<file path="src/rtl/cla_pkg.sv">
package cla_pkg;
    localparam int CLA_SLICE_W    = 4;
    localparam int CLA_NUM_SLICES = 4;
endpackage

</file>
<file path="src/rtl/cla_lookahead.sv">
// Generic one-level lookahead: carries into each position from propagate/generate
// vectors and a carry-in, each written as an expanded sum of products.
module cla_lookahead #(
    parameter int W = 4
) (
    input  logic [W-1:0] p_i,
    input  logic [W-1:0] g_i,
    input  logic         cin_i,
    output logic [W-1:0] c_o,
    output logic         grp_p_o,
    output logic         grp_g_o
);

    // Carry into position idx: cin through all lower propagates, OR each lower
    // generate through the propagates between it and idx.
    function automatic logic carry_at(input int idx, input logic [W-1:0] p,
                                      input logic [W-1:0] g, input logic cin);
        logic res;
        logic chain;
        logic term;
        chain = cin;
        for (int k = 0; k < W; k++) begin
            if (k < idx) chain = chain & p[k];
        end
        res = chain;
        for (int j = 0; j < W; j++) begin
            if (j < idx) begin
                term = g[j];
                for (int k = 0; k < W; k++) begin
                    if (k > j && k < idx) term = term & p[k];
                end
                res = res | term;
            end
        end
        return res;
    endfunction

    for (genvar i = 0; i < W; i++) begin : g_carry
        assign c_o[i] = carry_at(i, p_i, g_i, cin_i);
    end

    assign grp_p_o = &p_i;
    assign grp_g_o = carry_at(W, p_i, g_i, 1'b0);

endmodule

</file>
<file path="src/rtl/cla_slice.sv">
// One adder slice: per-bit propagate/generate, in-slice lookahead, group outputs.
module cla_slice #(
    parameter int W = 4
) (
    input  logic [W-1:0] a_i,
    input  logic [W-1:0] b_i,
    input  logic         cin_i,
    output logic [W-1:0] sum_o,
    output logic         grp_p_o,
    output logic         grp_g_o
);

    logic [W-1:0] bit_p;
    logic [W-1:0] bit_g;
    logic [W-1:0] bit_c;

    for (genvar i = 0; i < W; i++) begin : g_pg
        assign bit_p[i] = a_i[i] ^ b_i[i];
        assign bit_g[i] = a_i[i] & b_i[i];
    end

    cla_lookahead #(.W(W)) u_look (
        .p_i     (bit_p),
        .g_i     (bit_g),
        .cin_i   (cin_i),
        .c_o     (bit_c),
        .grp_p_o (grp_p_o),
        .grp_g_o (grp_g_o)
    );

    assign sum_o = bit_p ^ bit_c;

endmodule

</file>
<file path="src/rtl/cla16_adder.sv">
// Two-level carry-lookahead adder: slices plus a second-level carry unit.
module cla16_adder #(
    parameter int SLICE_W    = cla_pkg::CLA_SLICE_W,
    parameter int NUM_SLICES = cla_pkg::CLA_NUM_SLICES,
    localparam int TOT_W     = SLICE_W * NUM_SLICES
) (
    input  logic [TOT_W-1:0] a_i,
    input  logic [TOT_W-1:0] b_i,
    input  logic             cin_i,
    output logic [TOT_W-1:0] sum_o,
    output logic             cout_o
);

    logic [NUM_SLICES-1:0] slice_p;
    logic [NUM_SLICES-1:0] slice_g;
    logic [NUM_SLICES-1:0] slice_cin;
    logic                  top_p;
    logic                  top_g;

    for (genvar s = 0; s < NUM_SLICES; s++) begin : g_slice
        cla_slice #(.W(SLICE_W)) u_slice (
            .a_i     (a_i[s*SLICE_W +: SLICE_W]),
            .b_i     (b_i[s*SLICE_W +: SLICE_W]),
            .cin_i   (slice_cin[s]),
            .sum_o   (sum_o[s*SLICE_W +: SLICE_W]),
            .grp_p_o (slice_p[s]),
            .grp_g_o (slice_g[s])
        );
    end

    // Second level: same lookahead equations over slice-level signals.
    cla_lookahead #(.W(NUM_SLICES)) u_lcu (
        .p_i     (slice_p),
        .g_i     (slice_g),
        .cin_i   (cin_i),
        .c_o     (slice_cin),
        .grp_p_o (top_p),
        .grp_g_o (top_g)
    );

    assign cout_o = top_g | (top_p & cin_i);

endmodule

</file>
<file path="config.mk">
export PLATFORM = sky130hd
export DESIGN_NAME = cla16_adder
export DESIGN_NICKNAME = d
export VERILOG_FILES = /design/src/rtl/cla_pkg.sv /design/src/rtl/cla_lookahead.sv /design/src/rtl/cla_slice.sv /design/src/rtl/cla16_adder.sv
export SDC_FILE = /design/constraint.sdc
export NUM_CORES = 1
export LEC_CHECK = 0
export ABC_AREA = 0
export BUFFER_PORTS_ARGS = -buffer_cell sky130_fd_sc_hd__buf_2
export CAP_MARGIN = 20
export CORE_MARGIN = 10
export CORE_UTILIZATION = 43
export DETAILED_ROUTE_END_ITERATION = 12
export PLACE_DENSITY_LB_ADDON = 0.08
export SLEW_MARGIN = 20
export SYNTH_ARGS = -nofsm -noshare
export SYNTH_HDL_FRONTEND = slang
export SYNTH_SLANG_ARGS = --single-unit
export TNS_END_PERCENT = 100
</file>
<file path="constraint.sdc">
create_clock -name vclk -period 2.2
set_input_delay 0.11 -clock vclk [all_inputs]
set_output_delay 0.11 -clock vclk [all_outputs]
set_load 0.02 [all_outputs]
</file>
* After elaboration in Yosys (flattened, before gate mapping)
Cells that the tools add are included.
** Storage, ports and cells
- Logic and storage cells :: 133
- Flip-flop bits (word level) :: 0
** Operators by class
- Reductions and logical operators :: 5
- Bitwise gates (word level) :: 128
** Operators with widths (number)
- $and A1 B1 Y1 :: 62
- $or A1 B1 Y1 :: 46
- $reduce_and A16 Y1 :: 1
- $reduce_and A4 Y1 :: 4
- $xor A1 B1 Y1 :: 16
- $xor A4 B4 Y4 :: 4

* Logic depth before layout (Yosys ltp)
- Word-level depth :: 19
- Gate-level depth with buffers :: 10

* Hierarchy
A second synthesis with hierarchy kept.
** Unflattened totals
- Cells, all modules :: 88
- Area total of the unflattened synthesis :: 673.1 um^2
** Modules (own cells, without submodules)
- cla_slice :: seq. area each 0.0 um^2, cells each 8, area each 85.1 um^2, times used 4
- cla_lookahead :: seq. area each 0.0 um^2, cells each 11, area each 65.1 um^2, times used 5
- cla16_adder :: seq. area each 0.0 um^2, cells each 1, area each 7.5 um^2, times used 1

* Least setup slack after synthesis
OpenSTA, ideal clock, no wires.
- Path kind :: input-to-output
- Start point :: input a_i[5]
- End point :: output sum_o[15]
- Setup slack :: 0.212 ns
- Stages :: 10
- Data arrival time :: 1.878 ns
- Cell sequence :: ha_1 -> a21oi_1 -> o21ai_1 -> or3b_1 -> nand3_2 -> ha_1 -> o21a_1 -> o21a_1 -> nor2_1 -> xnor2_1
** Between the ends
- Cells in the longest elaborated chain, start to end :: 17
- Elaborated cells between the ends (all ways) :: 26
** RTL lines
- start, declared :: RTL line cla16_adder.sv:7 : input logic [TOT_W-1:0] a_i,
- $xor A1 B1 Y1 :: RTL line cla_slice.sv:18 : assign bit_p[i] = a_i[i] ^ b_i[i];
- $and A1 B1 Y1 (3 in a row) :: RTL line cla_lookahead.sv:30 : if (k > j && k < idx) term = term & p[k];
- $or A1 B1 Y1 (3 in a row) :: RTL line cla_lookahead.sv:32 : res = res | term;
- $and A1 B1 Y1 :: RTL line cla_lookahead.sv:30
- $or A1 B1 Y1 (*) (2 in a row) :: RTL line cla_lookahead.sv:32
- $and A1 B1 Y1 (*) (3 in a row) :: RTL line cla_lookahead.sv:23 : if (k < idx) chain = chain & p[k];
- $or A1 B1 Y1 (*) (3 in a row) :: RTL line cla_lookahead.sv:32
- $xor A4 B4 Y4 (*) :: RTL line cla_slice.sv:31 : assign sum_o = bit_p ^ bit_c;
- end, declared :: RTL line cla16_adder.sv:10 : output logic [TOT_W-1:0] sum_o,
Every way passes the cells marked *; elsewhere a longest branch is shown, timed or not.

* Worst setup path after layout
- Start point :: input a_i[0]
- End point :: output sum_o[15]
** Between the ends
- Cells in the longest elaborated chain, start to end :: 19
- Elaborated cells between the ends (all ways) :: 24
** RTL lines
- $and A1 B1 Y1 :: RTL line cla_slice.sv:19 : assign bit_g[i] = a_i[i] & b_i[i];
- $and A1 B1 Y1 (3 in a row) :: RTL line cla_lookahead.sv:30
- $or A1 B1 Y1 (3 in a row) :: RTL line cla_lookahead.sv:32
- $and A1 B1 Y1 (2 in a row) :: RTL line cla_lookahead.sv:30
- $or A1 B1 Y1 (*) (3 in a row) :: RTL line cla_lookahead.sv:32
- $and A1 B1 Y1 (*) (3 in a row) :: RTL line cla_lookahead.sv:23
- $or A1 B1 Y1 (*) (3 in a row) :: RTL line cla_lookahead.sv:32
- $xor A4 B4 Y4 (*) :: RTL line cla_slice.sv:31
Marked as above.

==> run summary <==
First-pass GRT wire length: 2970 um
Core area: 0.00151 mm^2
Area Growth Syn to Fin: 70.3%
Slew HR: 0.846
Gpl congestion: 0.761
Final hold slack: 0.631 ns
Worst IR drop on VDD: 203 uV
Area leader, netlist: ha_1
P_int: 0.000187 W
Initial core utilization: 0.450
Top-Level Pins: 50
DIE AREA: 0.00357 mm^2
Detail Placement HPWL: 1750 um
Endpoints failing setup: 0
Critical Path Sink: sum_o[15]
Net switching power: 0.000226 W
Setup TNS: 0 ns
Area occupied by multi-input gates: 826 um^2
Grt ovf: 0
N_diodes: 0
Switching portion of total power: 0.548
DRC Markers: 0
Die H: 59.7 um
Seq_cells: 0
Pin count of the biggest net entering global routing: 5
Post-cts hold buffer count: 0
Total chip power: 0.000413 W
Pre-Repair DR Iteration Count: 4
Vias in the first global route: 780
Leak Pwr: 0.554 nW
Total number of vias: 800
PD cells: 358 mW/mm^2
CP startpoint: a_i[0]
Critical path class: in -> out
Top-count cell post-synth: ha_1
Antenna Violating Nets Remaining: 0
Syn avg cell area: 8.58 um^2
Setup bufs post-CTS: 0
Maxcap violations: 0
FMAX: 463 MHz
Run status: completed
Share of the synthesized area in the top cell type: 0.369
CP Launch Type: input port
Initial antenna violation count: 0
WP data required: 2.09 ns
Final hold violation count: 0
Mapped Cells: 79
Clk network pwr share: 0
Row count: 14
Vias per std cell: 5.26
CP endpoint kind: output pin
Fin crit share: 0.983
CP Max Fanout: 2
Post-Route WL: 2120 um
Distinct cells, synth: 22
Syn_nets: 136
Worst-Margin Slew: 0.231 ns
Tmin final: 2.16 ns
Max Slew Vio Count: 0
Synth top cells by count: ha_1, nor2_1, o21a_1, a21oi_1, nor3_1
Ys Warns: 0
GRT Overall Usage: 0.0941
FILL cells: 116
Die width: 59.7 um
Seq/Total Area, Yosys: 0
Reg power frac: 0
DRT iter0 DRCs: 12
Wire length per cell: 13.9 um
IO buf count: 50
Comb power frac: 1.000
Ratio of cells with drive above 1 in the final layout: 0.574
Worst hold path class: in -> out
Syn Std Cell Area: 678 um^2
Layout clock buffers: 0
Final nets: 195
Synth top area cells: ha_1, fa_1, o21a_1, nor2_1, xnor2_1
Seq. cell area: 0 um^2
CP arrival: 2.05 ns
==> power groups by stage <==
stage / Combinational (W) / Sequential [W] / Clock [W]
after floorplan: 0.000238 / 0 / 0
after global placement: 0.000359 / 0 / 0
after detailed placement: 0.000366 / 0 / 0
after CTS: 0.000375 / 0 / 0
after global routing: 0.000454 / 0 / 0
final: 0.000413 / 0 / 0
==> metal layers <==
metal  up-vias  GRT usage  part of all wire
met2        33      0.175              0.50
li1        409          -                 -
met5         -          0                 0
met4         0          0                 0
met1       358      0.107              0.41
met3         0     0.0297             0.088
==> through the flow <==
step | cells | setup slack, ns | util | area (um^2)
after floorplan | 79 | 0.212 | - | 678
after global placement | 152 | 0.0107 | 0.664 | 1000
after detailed placement | 152 | -0.0184 | 0.664 | 1000
after CTS | 152 | 0.00649 | 0.677 | 1020
after global routing | 152 | -0.0593 | 0.767 | 1150
final | 152 | 0.0381 | 0.767 | 1150
==> cell families (layout without fill, tap and decap cells) <==
logic type | Yosys count | count (layout) | share of synthesized area
XOR/XNOR | 8 | 8 | 0.103
AO/OA/AOI/OAI | 20 | 20 | 0.212
buffers and inverters | 1 | 58 | 0.00553
AND/OR/NAND/NOR | 26 | 26 | 0.192
adder cells (fa/ha/maj) | 24 | 24 | 0.487
==> final cells by class <==
class / count / share of cell area
inverters: 1 / 0.00325
multi-input cells: 78 / 0.715
well taps: 16 / 0.0173
repair buffers: 57 / 0.264
==> critical path: stages <==
cell and delay [ns]:
buf_2 0.12, ha_4 0.25, a21oi_4 0.12, nor2_2 0.07, o31ai_2 0.25, nand3_2 0.14, ha_4 0.18, o21a_1 0.19
o21a_1 0.22, nor2_2 0.10, xnor2_1 0.14, buf_4 0.17
==> placed cells by master (no fill, tap or decap) <==
| cell type | synthesis | routed |
|---|---|---|
| nor2b_1 | 2 | 2 |
| nor2_1 | 10 | 8 |
| xnor2_1 | 4 | 4 |
| inv_1 | 1 | 1 |
| nor2_2 | 0 | 2 |
| a211oi_2 | 1 | 1 |
| and4_1 | 1 | 1 |
| o21a_1 | 8 | 8 |
| nand4_1 | 1 | 1 |
| o31ai_2 | 1 | 1 |
| ha_1 | 20 | 11 |
| fa_1 | 4 | 4 |
| nand2_2 | 0 | 2 |
| a21oi_1 | 6 | 4 |
| buf_4 | 0 | 8 |
| or3b_1 | 1 | 1 |
| a211o_1 | 1 | 1 |
| nor3_2 | 0 | 1 |
| a21oi_4 | 0 | 1 |
| o21ai_2 | 0 | 1 |
| a21o_1 | 1 | 1 |
| ha_4 | 0 | 9 |
| nor3_1 | 6 | 5 |
| buf_2 | 0 | 49 |
| a21oi_2 | 0 | 1 |
| nand2_1 | 3 | 1 |
| o21bai_1 | 1 | 1 |
| nand3_2 | 1 | 2 |
| xor2_1 | 4 | 4 |
==> what timing repair did <==
item | CTS | global route
gates cloned | 0 | 0
resized for setup | 3 | 18
pin swaps | 2 | 10
endpoints found under the setup margin | 2 | 6
==> worst min-delay path by stage <==
stage,cells after the start,start,slack [ns],end
after floorplan,1,cin_i,0.47,sum_o[0]
after global placement,3,b_i[0],0.62,sum_o[0]
after detailed placement,3,b_i[4],0.63,sum_o[4]
after CTS,3,b_i[12],0.64,sum_o[12]
after global routing,3,b_i[8],0.66,sum_o[8]
final,3,b_i[12],0.63,sum_o[12]
Power figures use the tool's default switching activity.
